File: src/rtl/frt_pkg.sv
package frt_pkg;
   localparam int BYTE_W = 8;
   localparam int ADDR_W = 3;

   localparam logic [ADDR_W-1:0] A_CNT_HI = 3'd0;
   localparam logic [ADDR_W-1:0] A_CNT_LO = 3'd1;
   localparam logic [ADDR_W-1:0] A_ALT_HI = 3'd2;
   localparam logic [ADDR_W-1:0] A_ALT_LO = 3'd3;
   localparam logic [ADDR_W-1:0] A_STAT   = 3'd4;
   localparam logic [ADDR_W-1:0] A_CTRL   = 3'd5;

   localparam int STAT_FLAG_BIT = 7;
   localparam int CTRL_IE_BIT   = 0;

   typedef struct packed {
      logic pri_hi;
      logic pri_lo;
      logic alt_hi;
      logic alt_lo;
      logic stat;
      logic ctrl_wr;
   } strobe_t;
endpackage

File: src/rtl/frt_prescaler.sv
module frt_prescaler #(
   parameter int DIV = 4
) (
   input  logic clk,
   input  logic rst_n,
   output logic tick
);
   if (DIV < 1) begin : g_bad_div
      $error("frt_prescaler: DIV must be at least 1");
   end

   if (DIV == 1) begin : g_bypass
      assign tick = 1'b1;
   end else begin : g_div
      localparam int PW = $clog2(DIV);
      localparam logic [PW-1:0] LAST = PW'(DIV - 1);
      logic [PW-1:0] phase;

      always_ff @(posedge clk or negedge rst_n) begin
         if (!rst_n) begin
            phase <= '0;
         end else if (phase == LAST) begin
            phase <= '0;
         end else begin
            phase <= phase + 1'b1;
         end
      end

      assign tick = (phase == LAST);


      single_tick_chk: assert property (@(posedge clk) disable iff (!rst_n)
         tick |=> !tick);
   end
endmodule

File: src/rtl/frt_counter.sv
module frt_counter #(
   parameter int W = 16,
   parameter logic [W-1:0] INIT = 16'hFFFC
) (
   input  logic         clk,
   input  logic         rst_n,
   input  logic         tick,
   output logic [W-1:0] count,
   output logic         wrap
);
   if (W < 2) begin : g_bad_w
      $error("frt_counter: W too small");
   end

   always_ff @(posedge clk or negedge rst_n) begin
      if (!rst_n) begin
         count <= INIT;
      end else if (tick) begin
         count <= count + 1'b1;
      end
   end

   assign wrap = tick && (&count);


   step_chk: assert property (@(posedge clk) disable iff (!rst_n)
      tick |=> (count == $past(count) + 1'b1));

   hold_chk: assert property (@(posedge clk) disable iff (!rst_n)
      !tick |=> $stable(count));
endmodule

File: src/rtl/frt_read_pair.sv
module frt_read_pair #(
   parameter int BW = 8
) (
   input  logic          clk,
   input  logic          rst_n,
   input  logic          rd_hi,
   input  logic          rd_lo,
   input  logic [BW-1:0] live_lo,
   output logic [BW-1:0] lo_view
);
   logic [BW-1:0] held;
   logic          pending;

   always_ff @(posedge clk or negedge rst_n) begin
      if (!rst_n) begin
         held    <= '0;
         pending <= 1'b0;
      end else if (rd_hi && !pending) begin
         held    <= live_lo;
         pending <= 1'b1;
      end else if (rd_lo) begin
         pending <= 1'b0;
      end
   end

   assign lo_view = pending ? held : live_lo;


   no_refresh_chk: assert property (@(posedge clk) disable iff (!rst_n)
      (pending && rd_hi) |=> $stable(held));

   release_chk: assert property (@(posedge clk) disable iff (!rst_n)
      (rd_lo && !rd_hi) |=> !pending);
endmodule

File: src/rtl/frt_ovf_flag.sv
module frt_ovf_flag (
   input  logic clk,
   input  logic rst_n,
   input  logic wrap,
   input  logic rd_stat,
   input  logic rd_lo,
   output logic flag
);
   logic armed;
   logic do_clear;

   assign do_clear = armed && rd_lo;

   always_ff @(posedge clk or negedge rst_n) begin
      if (!rst_n) begin
         flag  <= 1'b0;
         armed <= 1'b0;
      end else begin
         if (wrap) begin
            flag  <= 1'b1;
            armed <= 1'b0;
         end else if (do_clear) begin
            flag  <= 1'b0;
            armed <= 1'b0;
         end else if (rd_stat && flag) begin
            armed <= 1'b1;
         end
      end
   end


   set_on_wrap_chk: assert property (@(posedge clk) disable iff (!rst_n)
      wrap |=> flag);

   keep_without_lo_chk: assert property (@(posedge clk) disable iff (!rst_n)
      (flag && !rd_lo) |=> flag);

   clear_needs_arm_chk: assert property (@(posedge clk) disable iff (!rst_n)
      $fell(flag) |-> $past(armed));

   collide_disarm_chk: assert property (@(posedge clk) disable iff (!rst_n)
      (wrap && rd_lo) |=> (flag && !armed));
endmodule

File: src/rtl/freerun_timer.sv
module freerun_timer #(
   parameter int CNT_W = 16,
   parameter int PRESCALE = 4,
   parameter logic [CNT_W-1:0] RESET_COUNT = 16'hFFFC
) (
   input  logic       clk,
   input  logic       rst_n,
   input  logic [2:0] reg_addr,
   input  logic       rd_en,
   input  logic       wr_en,
   input  logic [7:0] wr_data,
   output logic [7:0] rd_data,
   output logic       irq
);
   import frt_pkg::*;

   localparam int HALF = CNT_W / 2;

   if (CNT_W != 2 * BYTE_W) begin : g_bad_width
      $error("freerun_timer: CNT_W must equal two bus bytes");
   end

   strobe_t          stb;
   logic             tick;
   logic             wrap;
   logic [CNT_W-1:0] count;
   logic [HALF-1:0]  pri_lo_view;
   logic [HALF-1:0]  alt_lo_view;
   logic             flag;
   logic             ie_q;
   logic             ctrl_unused;

   always_comb begin
      stb         = '0;
      stb.pri_hi  = rd_en && (reg_addr == A_CNT_HI);
      stb.pri_lo  = rd_en && (reg_addr == A_CNT_LO);
      stb.alt_hi  = rd_en && (reg_addr == A_ALT_HI);
      stb.alt_lo  = rd_en && (reg_addr == A_ALT_LO);
      stb.stat    = rd_en && (reg_addr == A_STAT);
      stb.ctrl_wr = wr_en && (reg_addr == A_CTRL);
   end

   frt_prescaler #(.DIV(PRESCALE)) u_pre (
      .clk  (clk),
      .rst_n(rst_n),
      .tick (tick)
   );

   frt_counter #(.W(CNT_W), .INIT(RESET_COUNT)) u_cnt (
      .clk  (clk),
      .rst_n(rst_n),
      .tick (tick),
      .count(count),
      .wrap (wrap)
   );

   frt_read_pair #(.BW(HALF)) u_pri (
      .clk    (clk),
      .rst_n  (rst_n),
      .rd_hi  (stb.pri_hi),
      .rd_lo  (stb.pri_lo),
      .live_lo(count[HALF-1:0]),
      .lo_view(pri_lo_view)
   );

   frt_read_pair #(.BW(HALF)) u_alt (
      .clk    (clk),
      .rst_n  (rst_n),
      .rd_hi  (stb.alt_hi),
      .rd_lo  (stb.alt_lo),
      .live_lo(count[HALF-1:0]),
      .lo_view(alt_lo_view)
   );

   frt_ovf_flag u_flag (
      .clk    (clk),
      .rst_n  (rst_n),
      .wrap   (wrap),
      .rd_stat(stb.stat),
      .rd_lo  (stb.pri_lo),
      .flag   (flag)
   );

   always_ff @(posedge clk or negedge rst_n) begin
      if (!rst_n) begin
         ie_q <= 1'b0;
      end else if (stb.ctrl_wr) begin
         ie_q <= wr_data[CTRL_IE_BIT];
      end
   end

   assign ctrl_unused = ^wr_data;

   always_comb begin
      rd_data = '0;
      if (rd_en) begin
         case (reg_addr)
            A_CNT_HI: rd_data = count[CNT_W-1:HALF];
            A_CNT_LO: rd_data = pri_lo_view;
            A_ALT_HI: rd_data = count[CNT_W-1:HALF];
            A_ALT_LO: rd_data = alt_lo_view;
            A_STAT:   rd_data[STAT_FLAG_BIT] = flag;
            A_CTRL:   rd_data[CTRL_IE_BIT] = ie_q;
            default:  rd_data = '0;
         endcase
      end
   end

   assign irq = flag && ie_q;


   irq_off_after_disable_chk: assert property (@(posedge clk) disable iff (!rst_n)
      (wr_en && reg_addr == A_CTRL && !wr_data[CTRL_IE_BIT]) |=> !irq);

   write_no_count_chk: assert property (@(posedge clk) disable iff (!rst_n)
      (wr_en && !rd_en && !tick) |=> $stable(count));

   alt_no_clear_chk: assert property (@(posedge clk) disable iff (!rst_n)
      (irq && rd_en && reg_addr == A_ALT_LO) |=> flag);
endmodule

File: config.mk
export PLATFORM = sky130hd
export DESIGN_NAME = freerun_timer
export DESIGN_NICKNAME = d
export VERILOG_FILES = /design/src/rtl/frt_pkg.sv /design/src/rtl/frt_prescaler.sv /design/src/rtl/frt_counter.sv /design/src/rtl/frt_read_pair.sv /design/src/rtl/frt_ovf_flag.sv /design/src/rtl/freerun_timer.sv
export SDC_FILE = /design/constraint.sdc
export NUM_CORES = 1
export LEC_CHECK = 0
export BUFFER_PORTS_ARGS = -buffer_cell sky130_fd_sc_hd__clkbuf_2
export CAP_MARGIN = 10
export CORE_ASPECT_RATIO = 1.2
export CORE_MARGIN = 3
export CORE_UTILIZATION = 30
export DETAILED_ROUTE_END_ITERATION = 12
export GPL_TIMING_DRIVEN = 1
export SYNTH_ARGS = -nofsm -noshare
export SYNTH_HDL_FRONTEND = slang
export SYNTH_SLANG_ARGS = --single-unit
File: constraint.sdc
create_clock -name clk -period 1.35 [get_ports clk]
set_input_delay 0.135 -clock clk [delete_from_list [all_inputs] [get_ports clk]]
set_output_delay 0.135 -clock clk [all_outputs]
set_load 0.02 [all_outputs]
==> results.txt <==
- Status: finished, violations left
- Failing checks: negative setup slack
- Unique cell type count in the Yosys netlist: 38
* Gr usage total: between 10 and 15%
- Data arrival time of the worst path: approximately 1.7 ns
- Global routing finished with a remaining overflow of 0.
- STA classifies the critical path endpoint as an output port.
* DP Worst Slack: -0.354 ns
- FFs w/ async S/R, synth: 100%
- By area the synthesized netlist is led by dfrtp_1, mux2_2, dfstp_2.
* Number of search-and-repair iterations in the first detailed-routing pass: 4
- Largest clock skew in the final design: 0.00677 ns
* Startpoint type of the worst setup path: register
- Req. time, crit path: about 1.2 ns
- The number of antenna diodes in the final layout is 0.
* RSZ-0062 raised after global routing: true
- Mean cell area of the mapped netlist: roughly 12 sq um
- Number of global-route vias before repair: approximately 1.7k
- Once routing completed, OpenROAD measured the worst setup slack at -0.455 ns.
* I/O pins: 24
- Worst-skew pair later-pin latency: between 0.2 and 0.3 ns
- After synthesis, flip-flops and latches occupy between 40% and 50% of the total area.
- On the worst path, the slowest cell contributes a delay of roughly 0.44 ns.
- Dividing the detail-routed via count by the number of cells gives ~4.8.
- Nets in the synthesized netlist: around 200
- Across all layers, the routed design uses 1600 vias.
- Total clock buffers created by CTS: 5
- From left edge to right edge, the die measures just over 80 microns.
- For this configuration, the core starts out at a cell density of 31.8%.
- Setup CP Type: reg -> out
* Post-route setup TNS: -8.13 ns
- In this run the worst path has a maximum fanout of 5.
- Number of synthesized flops with an enable pin: 0
- DPL Wire Length: between 3 and 4 mm
- After layout, the minimum clock period comes to about 1.8 ns.
- The share of total power dissipated in sequential elements is 51.6%.
- Among all stages on the critical path, the largest delay is contributed by dfrtp_2.
- The longest clock path from root to sink contains 2 buffers.
* Clock sinks: 39
- The die is approximately 98 microns tall.
* Slew at the pin closest to its max-slew limit: about 0.50 ns
- On the critical path the largest part of the delay comes from flip-flops.
- # H-tree levels: 2
- The final count of hold timing violations is 0.
- After clock tree synthesis, the clock-pin slew on the worst setup and hold paths is roughly 0.080 ns.
* CP Cell Sequence: buf_6 > mux2_2 > a221oi_2 > nor2_1 > buf_2
* Flop and latch count out of synthesis: 39
- The largest total area in the synthesized netlist belongs to dfrtp_1.
- NumNets Final: 266
* Post-route DRC: 0
- The worst hold path belongs to the class in -> reg.
* Global placer's final weighted congestion: 0.765
- The most common cell in the synthesized netlist is mux2_2.
- Share of the clock period used by the worst path: 134%
- VDD IR max: ~0.44 mV
- Number of cells produced by synthesis: 180
* Remaining antenna violation count after routing: 0
* Relative slew slack: ~67%
- Clock tree from TritonCTS: done
- The count of buffers added on input and output ports is 16.
- The area growth from synthesis to layout is 44.6%.
- Core region area: between 6000 and 7000 sq um
- For this design the ratio of total power to cell area is approximately 830 nW/um^2.
* Cell Area, Placed: around 2600 sq um
- The first global-routing pass estimated around 8.4 mm of wire.
* Final-report setup violation count: 34
- Combinational cells account for between 15 and 20% of the total power.
- P_int: around 1.9 mW
- Drt first-iter violations: slightly below 70
- The initial antenna violation count was 0.
* Post-detailed-routing wire length: 5.21 mm
* Count of buffer and inverter cells on the critical path: 2
- Netlist area before placement: ~2100 sq um
* Maximum clock rate: 0.554 GHz
* Max-Cap Viols: 0
- Dividing the detail-routed wire length by the instance count gives 15.5 microns.
- Maximum number of pins on one net before global-route repair: 40
* Top cell types by occurrence after synthesis: mux2_2, dfrtp_1, dfstp_2, nand2_1, nor2_1
- Net switching power of the design: ~0.66 mW
- Area fraction of the dominant cell type after synthesis: between 20% and 30%
- In this run the core area contains 32 standard-cell rows.
- Layout Cell Area excl Fill: 3050 sq um
- Cells with a size suffix above 1 make up around 64% of the layout.
- For this design the static power due to leakage is about 1.4 nW.
- Max Slew Vio Count: 0
* CTS root buf: clkbuf_8
- Clock share of power: a little under a third
- Die outline area: roughly 8000 sq um
- Yosys warnings: 0
- The most used flip-flop cell after synthesis is dfrtp_1.
- Fraction of power spent switching nets: roughly a quarter
[repair_timing]
action,CTS,global route
hold endpoints to repair,25,0
endpoints found under the setup margin,34,35
hold buffers,1,0
gates resized for setup,30,37
pin swaps,5,11
buffers inserted,8,5
[power by group through the flow]
stage	clock network (mW)	logic, mW	registers [mW]
finish	0.773	0.460	1.31
global route	0.860	0.492	1.33
CTS	0.791	0.423	1.31
detailed placement	0	0.333	1.35
global placement	0	0.328	1.35
floorplan	0	0.269	1.30
[layout make-up]
type / instances / area [sq um]
Fill cell: 615 / 3590
Multi-Input combinational cell: 128 / 1270
Sequential cell: 39 / 996
Timing Repair Buffer: 73 / 593
Tap cell: 85 / 106
Clock buffer: 7 / 76.3
Inverter: 2 / 10.0
Clock inverter: 1 / 5.00
[layout by cell type, fill, tap and decap left out, types with 8 or more instances in the layout]
master and n:
buf_4 47, buf_6 13, clkbuf_2 8, dfrtp_1 23, dfstp_2 14, mux2_2 21
mux2_4 13, nand2_1 11, nor2_1 9, xor2_1 10
[flip-flops by register name, indices dropped and copies added (netlist names)]
signal,flops
ie_q,1
u_alt.held,8
u_alt.pending,1
u_cnt.count,16
u_flag.armed,1
u_flag.flag,1
u_pre.g_div.phase,2
u_pri.held,8
u_pri.pending,1
[path summary, 6_finish.rpt]
path                                           start                    to  slack [ns]  depth (start not counted)
worst max-delay path                   u_pri.pending            rd_data[2]       -0.45                          5
worst min-delay path                      wr_data[0]                  ie_q        0.07                          2
worst max register to register         u_pri.pending         u_pri.held[5]       -0.27                          5
worst min register to register  u_pre.g_div.phase[1]  u_pre.g_div.phase[1]        0.49                          1
max in group asynchronous                      rst_n        u_cnt.count[4]        0.55                          3
min in group asynchronous                      rst_n  u_pre.g_div.phase[0]        0.42                          3
[per-stage QoR]
step | hold slack, ns | instances | utilization, % | power (mW)
3_3_place_gp | 0.227 | 314 | 39.3 | 1.68
4_1_cts | 0.0687 | 331 | 43.6 | 2.52
2_1_floorplan | -0.161 | 180 | - | 1.57
6_report | 0.0707 | 335 | 46.0 | 2.55
5_1_grt | 0.0578 | 335 | 46.0 | 2.68
3_5_place_dp | 0.230 | 314 | 39.3 | 1.69
[logic make-up (layout without fill, tap and decap cells)]
group                      Yosys count  in the layout  synth area share [%]
AOI/OAI and AO/OA                   20             20                  6.81
DFF                                 39             39                  47.0
and+or+nand+nor                     57             57                  17.0
adders and majority gates            2              2                  1.18
xor gates and xnor gates            15             15                  6.22
buffers and inverters               13             83                  3.61
muxes                               34             34                  18.1
[per-layer routing]
metal / global-route usage [%] / routed length (microns) / part of all wire, %
met2: 23.0 / 2720 / 52
met5: 0 / 0 / 0
met1: 17.0 / 2310 / 44
met4: 4.91 / 71 / 1.4
met3: 3.32 / 104 / 2.0
Note: power is estimated with default switching activity, not from simulation.
